$ cat src/rtl/mwx_pkg.sv
package mwx_pkg;
  typedef enum logic [1:0] {
    SEL_DMA  = 2'd0,
    SEL_WIN0 = 2'd1,
    SEL_WIN1 = 2'd2,
    SEL_NONE = 2'd3
  } io_sel_e;

  typedef enum logic [1:0] {
    ST_IDLE = 2'd0,
    ST_LO   = 2'd1,
    ST_HI   = 2'd2
  } dma_st_e;
endpackage

$ cat src/rtl/mwx_xlat_core.sv
module mwx_xlat_core #(
  parameter int ADDR_W   = 24,
  parameter int APER_W   = 17,
  parameter int APER0    = 4,
  parameter logic [ADDR_W-1:0] LIMIT = 24'hFA0000,
  localparam int WIN_W   = ADDR_W - APER_W
) (
  input  logic [ADDR_W-1:0] la_i,
  input  logic [WIN_W-1:0]  win0_i,
  input  logic [WIN_W-1:0]  win1_i,
  output logic [ADDR_W-1:0] pa_o,
  output logic              ok_o
);
  logic [WIN_W-1:0] idx;

  assign idx = la_i[ADDR_W-1:APER_W];

  always_comb begin
    if (idx == WIN_W'(APER0))          pa_o = {win0_i, la_i[APER_W-1:0]};
    else if (idx == WIN_W'(APER0 + 1)) pa_o = {win1_i, la_i[APER_W-1:0]};
    else                               pa_o = la_i;
    ok_o = (pa_o < LIMIT);
  end
endmodule

$ cat src/rtl/mwx_regs.sv
module mwx_regs
  import mwx_pkg::*;
#(
  parameter int WIN_W = 7,
  parameter bit HIRES = 1'b0
) (
  input  logic             clk_i,
  input  logic             rst_ni,
  input  logic [1:0]       io_sel_i,
  input  logic             io_wr_i,
  input  logic [7:0]       io_wdata_i,
  output logic [7:0]       io_rdata_o,
  output logic [WIN_W-1:0] win0_o,
  output logic [WIN_W-1:0] win1_o,
  output logic [7:0]       gate_o,
  output logic             remap_o
);
  localparam logic [WIN_W-1:0] W0_RST = HIRES ? WIN_W'(8) : WIN_W'(4);
  localparam logic [WIN_W-1:0] W1_RST = HIRES ? WIN_W'(9) : WIN_W'(5);
  localparam logic [7:0]       G_RST  = 8'hFE;

  logic [WIN_W-1:0] win0_q, win1_q, wdat;
  logic [7:0]       gate_q;
  logic             remap_q, chg0, chg1;
  io_sel_e          sel;

  assign sel  = io_sel_e'(io_sel_i);
  assign wdat = io_wdata_i[7:8-WIN_W];
  assign chg0 = io_wr_i && (sel == SEL_WIN0) && (wdat != win0_q);
  assign chg1 = io_wr_i && (sel == SEL_WIN1) && (wdat != win1_q);

  always_ff @(posedge clk_i or negedge rst_ni) begin
    if (!rst_ni) begin
      win0_q  <= W0_RST;
      win1_q  <= W1_RST;
      gate_q  <= G_RST;
      remap_q <= 1'b0;
    end else begin
      remap_q <= chg0 | chg1;
      if (io_wr_i) begin
        case (sel)
          SEL_DMA:  gate_q <= io_wdata_i;
          SEL_WIN0: win0_q <= wdat;
          SEL_WIN1: win1_q <= wdat;
          default:  ;
        endcase
      end
    end
  end

  always_comb begin
    case (sel)
      SEL_DMA:  io_rdata_o = gate_q;
      SEL_WIN0: io_rdata_o = 8'({win0_q, 1'b0});
      SEL_WIN1: io_rdata_o = 8'({win1_q, 1'b0});
      default:  io_rdata_o = 8'h00;
    endcase
  end

  assign win0_o  = win0_q;
  assign win1_o  = win1_q;
  assign gate_o  = gate_q;
  assign remap_o = remap_q;


  remap_after_wr_chk: assert property (@(posedge clk_i) disable iff (!rst_ni)
    remap_o |-> $past(io_wr_i));

  win0_hold_chk: assert property (@(posedge clk_i) disable iff (!rst_ni)
    !io_wr_i |=> $stable(win0_q));

  none_sel_chk: assert property (@(posedge clk_i) disable iff (!rst_ni)
    (io_wr_i && io_sel_i == 2'd3) |=> ($stable(gate_q) && $stable(win1_q) && !remap_o));
endmodule

$ cat src/rtl/mwx_dma_seq.sv
module mwx_dma_seq
  import mwx_pkg::*;
#(
  parameter int ADDR_W = 24,
  parameter int WAIT_W = 4
) (
  input  logic              clk_i,
  input  logic              rst_ni,
  input  logic              req_i,
  input  logic              wide_i,
  input  logic [ADDR_W-1:0] addr_i,
  output logic              busy_o,
  output logic              mem_req_o,
  output logic [ADDR_W-1:0] mem_la_o,
  output logic              mem_wide_o,
  input  logic              mem_ack_i,
  input  logic [WAIT_W-1:0] mem_wait_i,
  output logic              done_o,
  output logic [WAIT_W:0]   wait_o
);
  dma_st_e           st_q;
  logic [ADDR_W-1:0] la_q;
  logic              wide_q, split_q, done_q;
  logic [WAIT_W:0]   sum_q, wait_q, sum_nx;

  assign sum_nx = sum_q + {1'b0, mem_wait_i};

  always_ff @(posedge clk_i or negedge rst_ni) begin
    if (!rst_ni) begin
      st_q    <= ST_IDLE;
      la_q    <= '0;
      wide_q  <= 1'b0;
      split_q <= 1'b0;
      done_q  <= 1'b0;
      sum_q   <= '0;
      wait_q  <= '0;
    end else begin
      done_q <= 1'b0;
      case (st_q)
        ST_IDLE: if (req_i) begin
          la_q    <= addr_i;
          split_q <= wide_i & addr_i[0];
          wide_q  <= wide_i & ~addr_i[0];
          sum_q   <= '0;
          st_q    <= ST_LO;
        end
        ST_LO: if (mem_ack_i) begin
          sum_q <= sum_nx;
          if (split_q) begin
            la_q <= la_q + ADDR_W'(1);
            st_q <= ST_HI;
          end else begin
            wait_q <= sum_nx;
            done_q <= 1'b1;
            st_q   <= ST_IDLE;
          end
        end
        ST_HI: if (mem_ack_i) begin
          wait_q <= sum_nx;
          done_q <= 1'b1;
          st_q   <= ST_IDLE;
        end
        default: st_q <= ST_IDLE;
      endcase
    end
  end

  assign busy_o     = (st_q != ST_IDLE);
  assign mem_req_o  = (st_q != ST_IDLE);
  assign mem_la_o   = la_q;
  assign mem_wide_o = wide_q;
  assign done_o     = done_q;
  assign wait_o     = wait_q;


  done_after_ack_chk: assert property (@(posedge clk_i) disable iff (!rst_ni)
    done_o |-> $past(mem_req_o && mem_ack_i));

  hi_follows_lo_chk: assert property (@(posedge clk_i) disable iff (!rst_ni)
    (st_q == ST_HI) |-> ($past(st_q) == ST_LO || $past(st_q) == ST_HI));

  hi_addr_step_chk: assert property (@(posedge clk_i) disable iff (!rst_ni)
    (st_q == ST_HI && $past(st_q) == ST_LO) |-> (mem_la_o == $past(mem_la_o) + ADDR_W'(1)));
endmodule

$ cat src/rtl/mem_window_xlat.sv
module mem_window_xlat #(
  parameter int ADDR_W = 24,
  parameter int APER_W = 17,
  parameter int APER0  = 4,
  parameter logic [ADDR_W-1:0] LIMIT = 24'hFA0000,
  parameter int GATE_BIT = 20,
  parameter int WAIT_W = 4,
  parameter bit HIRES  = 1'b0
) (
  input  logic              clk_i,
  input  logic              rst_ni,
  input  logic [1:0]        io_sel_i,
  input  logic              io_wr_i,
  input  logic [7:0]        io_wdata_i,
  output logic [7:0]        io_rdata_o,
  output logic              remap_o,
  input  logic [ADDR_W-1:0] cpu_addr_i,
  output logic [ADDR_W-1:0] cpu_paddr_o,
  output logic              cpu_valid_o,
  input  logic              dma_req_i,
  input  logic              dma_wide_i,
  input  logic [ADDR_W-1:0] dma_addr_i,
  output logic              dma_busy_o,
  output logic              dma_done_o,
  output logic [WAIT_W:0]   dma_wait_o,
  output logic              mem_req_o,
  output logic [ADDR_W-1:0] mem_addr_o,
  output logic              mem_wide_o,
  output logic              mem_valid_o,
  input  logic              mem_ack_i,
  input  logic [WAIT_W-1:0] mem_wait_i
);
  localparam int WIN_W = ADDR_W - APER_W;
  localparam int NPORT = 2;

  logic [WIN_W-1:0]  win0, win1;
  logic [7:0]        gate;
  logic [ADDR_W-1:0] dma_la;
  logic [ADDR_W-1:0] la_a [NPORT];
  logic [ADDR_W-1:0] pa_a [NPORT];
  logic              ok_a [NPORT];
  logic              gated;

  mwx_regs #(.WIN_W(WIN_W), .HIRES(HIRES)) u_regs (
    .clk_i, .rst_ni, .io_sel_i, .io_wr_i, .io_wdata_i, .io_rdata_o,
    .win0_o(win0), .win1_o(win1), .gate_o(gate), .remap_o
  );

  mwx_dma_seq #(.ADDR_W(ADDR_W), .WAIT_W(WAIT_W)) u_dma (
    .clk_i, .rst_ni,
    .req_i(dma_req_i), .wide_i(dma_wide_i), .addr_i(dma_addr_i),
    .busy_o(dma_busy_o), .mem_req_o, .mem_la_o(dma_la), .mem_wide_o,
    .mem_ack_i, .mem_wait_i, .done_o(dma_done_o), .wait_o(dma_wait_o)
  );

  assign la_a[0] = cpu_addr_i;
  assign la_a[1] = dma_la;

  for (genvar g = 0; g < NPORT; g++) begin : g_xlat
    mwx_xlat_core #(.ADDR_W(ADDR_W), .APER_W(APER_W), .APER0(APER0), .LIMIT(LIMIT)) u_core (
      .la_i(la_a[g]), .win0_i(win0), .win1_i(win1), .pa_o(pa_a[g]), .ok_o(ok_a[g])
    );
  end

  assign gated       = gate[2];
  assign cpu_paddr_o = pa_a[0];
  assign cpu_valid_o = ok_a[0];

  always_comb begin
    mem_addr_o = pa_a[1];
    if (gated) mem_addr_o[GATE_BIT] = 1'b0;
  end
  assign mem_valid_o = ok_a[1];


  low_pass_chk: assert property (@(posedge clk_i) disable iff (!rst_ni)
    (cpu_addr_i < ADDR_W'(APER0 << APER_W)) |-> (cpu_paddr_o == cpu_addr_i));

  aper_offset_chk: assert property (@(posedge clk_i) disable iff (!rst_ni)
    (cpu_addr_i[ADDR_W-1:APER_W] == WIN_W'(APER0)) |-> (cpu_paddr_o[APER_W-1:0] == cpu_addr_i[APER_W-1:0]));

  gate_a20_chk: assert property (@(posedge clk_i) disable iff (!rst_ni)
    (mem_req_o && gated) |-> !mem_addr_o[GATE_BIT]);
endmodule

$ cat config.mk
export PLATFORM = sky130hd
export DESIGN_NAME = mem_window_xlat
export DESIGN_NICKNAME = d
export VERILOG_FILES = /design/src/rtl/mwx_pkg.sv /design/src/rtl/mwx_xlat_core.sv /design/src/rtl/mwx_regs.sv /design/src/rtl/mwx_dma_seq.sv /design/src/rtl/mem_window_xlat.sv
export SDC_FILE = /design/constraint.sdc
export NUM_CORES = 1
export LEC_CHECK = 0
export BUFFER_PORTS_ARGS = -buffer_cell sky130_fd_sc_hd__buf_4
export CAP_MARGIN = 20
export CORE_UTILIZATION = 30
export CTS_BUF_LIST = sky130_fd_sc_hd__clkbuf_8
export DETAILED_ROUTE_END_ITERATION = 8
export GPL_ROUTABILITY_DRIVEN = 0
export GPL_TIMING_DRIVEN = 0
export PLACE_DENSITY = 0.52
export SLEW_MARGIN = 20
export SYNTH_ARGS = -nofsm -noshare
export SYNTH_HDL_FRONTEND = slang
export SYNTH_SLANG_ARGS = --single-unit
$ cat constraint.sdc
create_clock -name clk_i -period 4.74 [get_ports clk_i]
set_clock_uncertainty 0.2 [all_clocks]
set_input_delay 0.948 -clock clk_i [delete_from_list [all_inputs] [get_ports clk_i]]
set_output_delay 0.948 -clock clk_i [all_outputs]
set_load 0.05 [all_outputs]
==> flow_summary.yaml <==
run_status:
  run_status: "completed"
placed_design:
  dp.cells: 803
  place_hpwl_mm: 10.3
  io_buffers: 118
flow_run:
  maxCapViolations: 0
floorplan:
  die_w_um: 124
  ios: 136
  std_cell_rows: 44
  start_util: 0.307
  die_h_um: 124
  core_um2: 14500
  die-area_um2: 15400
synth:
  synth_area_um2: 4470
  yosys_most_used_dff: "dfrtp_1"
  synth-seq-cells: 62
  syn_inst: 501
  ys_seq_area_frac: 0.350
  synth_nets: 578
  synth_warnings: 0
  syn_avg_cell_area_um2: 8.91
  synthArstFlopShare: 1.00
  synth_edf_count: 0
  ys_types: 64
finish:
  nFillCells: 1548
  final_util: 0.397
  multi_input_comb_area_um2: 2460
  final_common_cell: "buf_4"
  fin_cells: 819
  area_delta_synth_final_pct: 29.1
  insertedDiodeCount: 0
  fin_nets: 707
  seqCellArea_um2: 1560
  drive_above_1_share: 0.351
  final_cell_mix: "153 x buf_4, 52 x dfrtp_1, 38 x nand2_1"
setup_path:
  cp_slowest_cell: "or4b_4"
  cp-start-kind: "input pin"
  critPathMaxFanout: 5
  critPathKind: "in -> out"
  cpPeakStageDelay_ns: 0.57
  crit-reg2reg-launch: "u_dma.st_q[1]$_DFFE_PN0P_"
  crit_start: "cpu_addr_i[18]"
  cp.arrival_ns: 2.73
  cp_num_buf_inv: 2
  required_ns: 3.59
  cp_common_cell: "buf_4"
  crit_path_end_kind: "output port"
  path_cells: "buf_4, or4b_4, or3_4, o22a_1, o2111ai_1, buf_4"
  critPathTopFamily: "simple AND/OR/NAND/NOR gates"
grt:
  antenna_found_initial: 0
  grt_usage: 0.186
  grt_max_degree: 63
  grt_pass1_vias: 4256
  grt_pass1_wl_mm: 21.9
  grt-ovfl-total: 0
clock_tree:
  worstSkewPairLatency_ns: 0.36
  cts_tree: "yes"
  clkTransAtPathRegs_ns: 0.07
  cts_made_buffers: 9
  ctsResizeCount: 0
  cts_max_path_buffers: 2
  root_buffer: "clkbuf_8"
  post_cts_buffers: 0
  clock-sinks: 62
  htreeDepth: 3
  cts-hold-fix-buffers: 0
sta:
  hold_viol_final: 0
  slew_violations: 0
  rsz0062_at_grt: "false"
  slew_headroom: 0.406
  fin_crit_sh: 0.818
  worst_slew_pin_slew_ns: 0.879
  period_needed_ns: 3.88
  fin_tns_setup_ns: 0
  fmax_mhz: 258
  setup_viol: 0
routing:
  post_drt_wl_per_cell_um: 17.1
  drtIter0Drc: 330
  ant_nets: 0
  drt_wl_total_mm: 14.0
  vias: 4408
  dr.pass1.iters: 6
  drc: 0
  drt-vias-per-instance: 5.38
power_and_ir_drop:
  powerDensity_nw_per_um2: 660
  irDropWorstVdd_v: 0.000361
  p_leak_uw: 0.00248
hold_path:
  hp-class: "reg -> reg"
  worstHoldStart: "u_dma.wait_o[3]$_DFFE_PN0P_"
worst reg2reg max path, delay by kind of cell, from the launching register on:
kind | cells | cell delay, ns
compound gates | 2 | 0.39
buf+inv | 5 | 1.66
flops | 1 | 0.38
fa+ha+maj | 1 | 0.15
power by group:
group	switching, µW	leakage, µW	internal (µW)
clock network	213	0.000106	226
registers	260	0.000729	741
logic	1530	0.00165	838
cells by family (layout without fill, tap and decap cells):
family | count (synthesis) | after routing | synth area share
DFF | 62 | 62 | 0.350
AOI/OAI and AO/OA | 133 | 133 | 0.197
xor gates and xnor gates | 15 | 15 | 0.0294
and+or+nand+nor | 169 | 169 | 0.215
adders and majority gates | 9 | 9 | 0.0269
muxes | 34 | 34 | 0.0832
buffers and inverters | 79 | 213 | 0.0989
worst paths after layout:
path	cells past startpoint	slack, ns	to
min in group asynchronous	1	0.47	u_dma.mem_la_o[9]$_DFFE_PN0P_
worst max-delay path	6	0.86	cpu_valid_o
worst max register to register	8	1.90	u_dma.mem_la_o[3]$_DFFE_PN0P_
worst min-delay path	2	0.29	u_dma.wait_o[3]$_DFFE_PN0P_
worst min register to register	2	0.29	u_dma.wait_o[3]$_DFFE_PN0P_
max in group asynchronous	1	3.32	u_regs.win0_o[1]$_DFFE_PN0P_
through the flow:
stage | hold slack (ns) | setup WS (ns) | instance area (µm²) | power, µW
CTS | 0.295 | 0.868 | 5760 | 3820
global placement | 0.268 | 0.880 | 5580 | 3330
global route | 0.333 | 0.799 | 5760 | 4080
finish | 0.289 | 0.861 | 5760 | 3800
detailed placement | 0.276 | 0.876 | 5580 | 3360
floorplan | 0.271 | 0.0665 | 4470 | 2660
flip-flops by register name, indices dropped and copies added, names as in the netlist:
| name | count |
|---|---|
| u_dma.sum_q | 5 |
| u_regs.remap_o | 1 |
| u_dma.wait_o | 5 |
| u_dma.st_q | 2 |
| u_dma.done_o | 1 |
| u_dma.mem_wide_o | 1 |
| u_regs.win0_o | 7 |
| u_dma.split_q | 1 |
| u_regs.win1_o | 7 |
| u_dma.mem_la_o | 24 |
| u_regs.gate_o | 8 |
routing by layer:
layer	wire length, µm	GRT usage	vias up
met5	0	0	-
met4	261	0.0692	0
li1	-	-	2099
met1	6280	0.244	2112
met3	944	0.0375	26
met2	6500	0.302	171
synth_stat cells (2+ instances only):
cell | number | share of area
clkbuf_1 | 20 | 0.017
a2111oi_0 | 2 | 0.0039
nand2_1 | 38 | 0.032
a311oi_1 | 5 | 0.0098
o21ai_0 | 30 | 0.034
xnor2_1 | 8 | 0.016
a31o_2 | 4 | 0.0078
nor4_1 | 12 | 0.017
dfstp_2 | 10 | 0.059
and4_1 | 6 | 0.012
mux2_2 | 25 | 0.063
nor2b_1 | 8 | 0.011
dfrtp_1 | 52 | 0.29
a2bb2oi_1 | 9 | 0.018
buf_4 | 35 | 0.059
xor2_1 | 7 | 0.014
mux2i_1 | 9 | 0.020
inv_1 | 15 | 0.013
nand3b_1 | 3 | 0.0050
nor4b_1 | 2 | 0.0039
nor3_1 | 12 | 0.013
a211oi_1 | 11 | 0.018
nand4_1 | 13 | 0.018
or4_1 | 8 | 0.013
o31ai_1 | 4 | 0.0067
a21oi_1 | 28 | 0.031
clkinv_1 | 2 | 0.0017
o211ai_1 | 3 | 0.0050
o21a_1 | 6 | 0.010
ha_1 | 8 | 0.022
nor4_2 | 2 | 0.0056
a31oi_1 | 8 | 0.011
o22ai_1 | 10 | 0.014
buf_2 | 5 | 0.0056
and2_1 | 2 | 0.0028
nand3_1 | 17 | 0.019
nand2b_1 | 9 | 0.013
nor2_1 | 20 | 0.017
and3_1 | 7 | 0.0098
o221ai_1 | 2 | 0.0039
final cells by class:
cell class,count,share of cell area
well taps,184,0.0399
clock inverters,4,0.00282
clock buffers,12,0.0287
multi-input cells,360,0.427
flip-flops and latches,62,0.271
plain buffers,62,0.0656
inverters,17,0.0111
repair buffers,118,0.154
No activity file was read; power rests on OpenSTA's default activity.
